**src/rtl/intc_pkg.sv**
```systemverilog
package intc_pkg;
    localparam int unsigned LINES  = 32;
    localparam int unsigned NBANKS = 2;
    localparam int unsigned ADDR_W = 6;

    typedef enum logic [2:0] {
        REG_SRC  = 3'd0,
        REG_EN   = 3'd1,
        REG_ACK  = 3'd2,
        REG_TRIG = 3'd3,
        REG_INV  = 3'd4,
        REG_PEND = 3'd5,
        REG_NONE = 3'd7
    } reg_sel_e;
endpackage

```
**src/rtl/intc_sync.sv**
```systemverilog
module intc_sync #(
    parameter int unsigned W = intc_pkg::LINES
) (
    input  logic         clk,
    input  logic         rst_n,
    input  logic [W-1:0] async_i,
    output logic [W-1:0] sync_o,
    output logic [W-1:0] prev_o
);
    typedef struct packed {
        logic [W-1:0] s1;
        logic [W-1:0] s2;
        logic [W-1:0] old;
        logic [1:0]   warm;
    } sync_t;

    sync_t st_d, st_q;

    always_comb begin
        st_d      = st_q;
        st_d.s1   = async_i;
        st_d.s2   = st_q.s1;
        st_d.old  = st_q.s2;
        if (st_q.warm != 2'd3) st_d.warm = st_q.warm + 2'd1;
    end

    always_ff @(posedge clk or negedge rst_n) begin
        if (!rst_n) st_q <= '0;
        else        st_q <= st_d;
    end

    assign sync_o = st_q.s2;
    assign prev_o = st_q.old;

    assert_sync_two_stage_R10: assert property (@(posedge clk) disable iff (!rst_n)
        (st_q.warm >= 2'd2) |-> (sync_o == $past(async_i, 2)));
endmodule

```
**src/rtl/intc_decode.sv**
```systemverilog
module intc_decode #(
    parameter int unsigned AW = intc_pkg::ADDR_W
) (
    input  logic [AW-1:0]       addr_i,
    output logic                bank_o,
    output intc_pkg::reg_sel_e  sel_o
);
    import intc_pkg::*;
    localparam int unsigned BANK_BIT = AW - 1;

    logic [2:0] word;

    always_comb begin
        word   = addr_i[4:2];
        bank_o = addr_i[BANK_BIT];
        if (addr_i[1:0] != 2'b00 || word > 3'd5) sel_o = REG_NONE;
        else                                      sel_o = reg_sel_e'(word);
    end
endmodule

```
**src/rtl/intc_bank.sv**
```systemverilog
module intc_bank #(
    parameter int unsigned W = intc_pkg::LINES
) (
    input  logic               clk,
    input  logic               rst_n,
    input  logic [W-1:0]       sync_i,
    input  logic [W-1:0]       prev_i,
    input  logic               wr_i,
    input  intc_pkg::reg_sel_e sel_i,
    input  logic [W-1:0]       wdata_i,
    output logic [W-1:0]       en_o,
    output logic [W-1:0]       trig_o,
    output logic [W-1:0]       inv_o,
    output logic [W-1:0]       status_o,
    output logic               req_o
);
    import intc_pkg::*;

    typedef struct packed {
        logic [W-1:0] en;
        logic [W-1:0] trig;
        logic [W-1:0] inv;
        logic [W-1:0] lat;
    } bank_t;

    bank_t bk_d, bk_q;
    logic [W-1:0] act_now, act_old, rise, ack, pending;

    always_comb begin
        act_now = sync_i ^ bk_q.inv;
        act_old = prev_i ^ bk_q.inv;
        rise    = act_now & ~act_old;
        ack     = (wr_i && sel_i == REG_ACK) ? wdata_i : '0;

        bk_d = bk_q;
        if (wr_i && sel_i == REG_EN)   bk_d.en   = wdata_i;
        if (wr_i && sel_i == REG_TRIG) bk_d.trig = wdata_i;
        if (wr_i && sel_i == REG_INV)  bk_d.inv  = wdata_i;
        bk_d.lat = bk_d.trig & ((bk_q.lat & ~ack) | rise);

        pending  = (bk_q.trig & bk_q.lat) | (~bk_q.trig & act_now);
        status_o = pending & bk_q.en;
        req_o    = |status_o;
    end

    always_ff @(posedge clk or negedge rst_n) begin
        if (!rst_n) bk_q <= '0;
        else        bk_q <= bk_d;
    end

    assign en_o   = bk_q.en;
    assign trig_o = bk_q.trig;
    assign inv_o  = bk_q.inv;

    assert_clear_drops_R6: assert property (@(posedge clk) disable iff (!rst_n)
        (wr_i && sel_i == REG_ACK) |=> ((bk_q.lat & $past(wdata_i & ~rise)) == '0));

    assert_edge_wins_R7: assert property (@(posedge clk) disable iff (!rst_n)
        ((|(rise & bk_q.trig)) && !(wr_i && sel_i == REG_TRIG))
        |=> ((bk_q.lat & $past(rise & bk_q.trig)) == $past(rise & bk_q.trig)));

    assert_quiet_masked_R3: assert property (@(posedge clk) disable iff (!rst_n)
        (bk_q.en == '0) |-> !req_o);

    assert_level_no_latch_R4: assert property (@(posedge clk) disable iff (!rst_n)
        ((bk_q.lat & ~bk_q.trig) == '0));
endmodule

```
**src/rtl/dualbank_intc.sv**
```systemverilog
module dualbank_intc #(
    parameter int unsigned W  = intc_pkg::LINES,
    parameter int unsigned AW = intc_pkg::ADDR_W
) (
    input  logic          clk,
    input  logic          rst_n,
    input  logic [AW-1:0] bus_addr,
    input  logic          bus_wr,
    input  logic [31:0]   bus_wdata,
    output logic [31:0]   bus_rdata,
    input  logic [W-1:0]  irq_lines,
    output logic          irq_o,
    output logic          fiq_o
);
    import intc_pkg::*;
    localparam int unsigned NB = NBANKS;

    logic [W-1:0] sync_v, prev_v;
    logic         dec_bank;
    reg_sel_e     dec_sel;

    logic [W-1:0] en_a   [NB];
    logic [W-1:0] trig_a [NB];
    logic [W-1:0] inv_a  [NB];
    logic [W-1:0] stat_a [NB];
    logic [NB-1:0] req_v;

    intc_sync #(.W(W)) u_sync (
        .clk(clk), .rst_n(rst_n), .async_i(irq_lines),
        .sync_o(sync_v), .prev_o(prev_v)
    );

    intc_decode #(.AW(AW)) u_dec (
        .addr_i(bus_addr), .bank_o(dec_bank), .sel_o(dec_sel)
    );

    for (genvar b = 0; b < NB; b++) begin : g_bank
        intc_bank #(.W(W)) u_bank (
            .clk(clk), .rst_n(rst_n),
            .sync_i(sync_v), .prev_i(prev_v),
            .wr_i(bus_wr && (dec_bank == b[0])),
            .sel_i(dec_sel), .wdata_i(bus_wdata[W-1:0]),
            .en_o(en_a[b]), .trig_o(trig_a[b]), .inv_o(inv_a[b]),
            .status_o(stat_a[b]), .req_o(req_v[b])
        );
    end

    always_comb begin
        bus_rdata = '0;
        case (dec_sel)
            REG_SRC:  bus_rdata[W-1:0] = sync_v;
            REG_EN:   bus_rdata[W-1:0] = en_a[dec_bank];
            REG_TRIG: bus_rdata[W-1:0] = trig_a[dec_bank];
            REG_INV:  bus_rdata[W-1:0] = inv_a[dec_bank];
            REG_PEND: bus_rdata[W-1:0] = stat_a[dec_bank];
            default:  bus_rdata = '0;
        endcase
    end

    assign irq_o = req_v[0];
    assign fiq_o = req_v[1];

    assert_unmapped_zero_R2: assert property (@(posedge clk) disable iff (!rst_n)
        (dec_sel == REG_NONE || dec_sel == REG_ACK) |-> (bus_rdata == '0));

    assert_all_off_quiet_R8: assert property (@(posedge clk) disable iff (!rst_n)
        (en_a[0] == '0 && en_a[1] == '0) |-> (!irq_o && !fiq_o));
endmodule

```
**config.mk**
```make
export PLATFORM = sky130hd
export DESIGN_NAME = dualbank_intc
export DESIGN_NICKNAME = d
export VERILOG_FILES = /design/src/rtl/intc_pkg.sv /design/src/rtl/intc_sync.sv /design/src/rtl/intc_decode.sv /design/src/rtl/intc_bank.sv /design/src/rtl/dualbank_intc.sv
export SDC_FILE = /design/constraint.sdc
export NUM_CORES = 1
export LEC_CHECK = 0
export ABC_AREA = 1
export BUFFER_PORTS_ARGS = -buffer_cell sky130_fd_sc_hd__buf_2
export CAP_MARGIN = 40
export CORE_MARGIN = 10
export CORE_UTILIZATION = 50
export DETAILED_ROUTE_END_ITERATION = 7
export GPL_ROUTABILITY_DRIVEN = 0
export PLACE_DENSITY = 0.68
export SLEW_MARGIN = 25
export SYNTH_ARGS = -nofsm -noshare
export SYNTH_HDL_FRONTEND = slang
export SYNTH_SLANG_ARGS = --single-unit
```
**constraint.sdc**
```tcl
create_clock -name clk -period 2 [get_ports clk]
set_clock_uncertainty 0.1 [all_clocks]
set_input_delay 0.4 -clock clk [delete_from_list [all_inputs] [get_ports clk]]
set_output_delay 0.4 -clock clk [all_outputs]
set_load 0.03 [all_outputs]
```
==> qor.yml <==
syn-mean-instance-area_um2: 7.89
antennaDiodeCount: 0
critical_path_required_ns: 1.50
synth_seq_area_share_pct: 50.6
synth_top_area_share_pct: 50.6
ys_top_cells_by_count: "713 x nand2_1, 352 x dfrtp_1, 274 x inv_1"
p_leak_nw: 10.8
portBuffers: 106
vias_per_cell: 5.50
nFillCells: 2838
async_flop_share_pct: 100
drt_wl_total_mm: 53.8
drtPass1Iterations: 6
tritoncts: "done"
critPathMaxStageDelay_ns: 0.45
synth_edf_count: 0
io_pins: 107
layout.nets: 2520
die_x_um: 207
synth_flop_cell: "dfrtp_1"
violations: "negative setup slack"
wl_per_cell_um: 18.4
slew_headroom_pct: 69.5
drv_slew: 0
drt-initial-drc-count: 1267
finalSetupViolations: 34
grt_pass1_vias: 15500
synth_area_leaders: "dfrtp_1 51%, nand2_1 15%, o21ai_0 6.1%"
htreeDepth: 2
antenna_found_initial: 1
timing_worst_setup_path_type: "flip-flop to primary output"
clk_pin_slew_worst_paths_ns: 0.06
rsz0062_at_grt: "yes"
synth_most_common_cell: "nand2_1"
critPathMaxFanout: 4
crit_arrival_ns: 1.96
ant_nets: 0
multi_input_area_mm2: 0.00824
die_area_mm2: 0.0427
cts_buffers: 40
worst_setup_path_start_kind: "flip-flop"
cpLargestDelayFamily: "simple AND/OR/NAND/NOR gates"
cts_buffer_depth: 3
synth_area_mm2: 0.0174
cap_violations: 0
crit_buf_inv: 1
cp_cell_sequence: "nand2_2 > nand3b_1 > nand2_2 > nand2_1 > nor2_1 > nand2_2 > nor2_4 > nand2_2 > buf_6"
status: "complete, but fails checks"
yosysUniqueCellTypes: 25
grt_overflow: 0
hold_path.class: "primary input to flip-flop"
design_area_mm2: 0.0227
cts_sinks: 352
grt_max_degree: 73
yosysTopAreaCell: "dfrtp_1"
seqCellArea_mm2: 0.00883
start_util_pct: 50.5
grt_pass1_wl_mm: 81.9
regToRegSetupSlack_ns: 0.61
drive_gt1_share_pct: 30.8
p_per_area_mw_per_mm2: 884
cp-end-kind: "primary output"
synth_nets: 2279
tightest_slew_ns: 0.453
coreArea_mm2: 0.0345
hold_viol_final: 0
clk_latency_ns: 0.54
grt_usage_pct: 24.0
fp-row-count: 68
postLayoutCoreUtil_pct: 66.0
period_needed_ns: 2.46
area_growth_pct: 30.6
fin_crit_sh_pct: 123
fmax_ghz: 0.407
postSynthCellCount: 2206
critPathSlowestCell: "dfrtp_2"
drcViolationCount: 0
p_total_mw: 20.1
yosysWarnings: 0
peakVddDrop_mv: 0.722
vias: 16100
postPlaceCellArea_mm2: 0.0193
dpl.hpwl_mm: 34.0
root_buffer: "clkbuf_16"
die_y_um: 207
fin_ws_ns: -0.457
critPathMostFrequentCell: "nand2_2"
ys_seq_elements: 352
holdWs_ns: 0.0434
-- cells in the final DEF, fill, tap and decap left out, types with 44 or more instances in the layout --
| cell type | instances |
|---|---|
| a21oi_1 | 129 |
| buf_2 | 68 |
| buf_4 | 96 |
| buf_6 | 51 |
| clkbuf_16 | 44 |
| dfrtp_1 | 332 |
| inv_1 | 209 |
| inv_2 | 66 |
| mux2_2 | 64 |
| nand2_1 | 538 |
| nand2_2 | 172 |
| nand3_1 | 81 |
| nand3_2 | 78 |
| o21ai_0 | 206 |
| o21ai_1 | 47 |
-- power breakdown --
part           total [mW]  internal, mW  switching [mW]  leakage, nW
combinational        4.32          1.79            2.54         5.90
clock                6.96          4.07            2.90        0.614
sequential           8.81          8.07           0.732         4.31
-- cells by family (layout without fill, tap and decap cells) --
kind of cell | Yosys count | in the layout | share of synthesized area, %
flops | 352 | 352 | 50.6
mux | 64 | 64 | 4.14
buf+inv | 368 | 634 | 8.29
simple gates | 969 | 969 | 23.0
compound gates | 453 | 453 | 14.0
-- worst paths after layout --
kind / endpoint / from / cells after the start
setup / recovery: irq_o / u_sync.sync_o[5] / 9
hold / removal: g_bank[1].u_bank.inv_o[10] / bus_wdata[10] / 3
setup reg to reg: g_bank[1].u_bank.bk_q[29] / u_sync.sync_o[29] / 6
hold reg to reg: u_sync.sync_o[20] / u_sync.st_d[54] / 0
max in group asynchronous: u_sync.sync_o[23] / rst_n / 3
min in group asynchronous: u_sync.st_d[39] / rst_n / 2
-- state kept, by name (all words and copies together), names as in the netlist --
register,cells
g_bank.u_bank.bk_q,64
u_sync.st_d,32
u_sync.sync_o,32
g_bank.u_bank.trig_o,64
u_sync.prev_o,32
g_bank.u_bank.inv_o,64
g_bank.u_bank.en_o,64
-- layout make-up --
cell class | count | area share [%]
Clock buffer | 57 | 5.18
Tap cell | 455 | 2.50
Timing Repair Buffer | 290 | 12.4
Clock inverter | 10 | 0.248
Sequential cell | 352 | 38.9
Multi-Input combinational cell | 1486 | 36.3
Inverter | 277 | 4.57
-- routing by layer --
| layer | track usage [%] | vias up | wire length, um |
|---|---|---|---|
| met3 | 3.78 | 122 | 4340 |
| met1 | 32.5 | 7722 | 22300 |
| met2 | 38.7 | 662 | 25400 |
| li1 | - | 7587 | - |
| met5 | 0 | - | 11 |
| met4 | 8.52 | 2 | 1760 |
-- worst min-delay path: cells and delay by family --
| kind | cells | cell delay (ns) |
|---|---|---|
| buf+inv | 1 | 0.13 |
| compound gates | 1 | 0.06 |
| simple gates | 1 | 0.05 |
-- through the flow --
stage               setup WS (ns)  TNS (ns)  cells
floorplan                 0.00165         0   2206
global placement           -0.193     -8.49   2768
detailed placement         -0.249     -9.34   2768
CTS                        -0.474     -7.66   2892
global route               -0.543     -9.95   2927
finish                     -0.457     -7.36   2927
-- repair_timing --
item	CTS	global route
gates resized for setup	203	283
buffers inserted	25	32
pin swaps	95	102
endpoints found under the hold margin	65	0
endpoints found under the setup margin	34	34
gates cloned	0	5
hold buffers	33	0
Power figures use the tool's default switching activity.
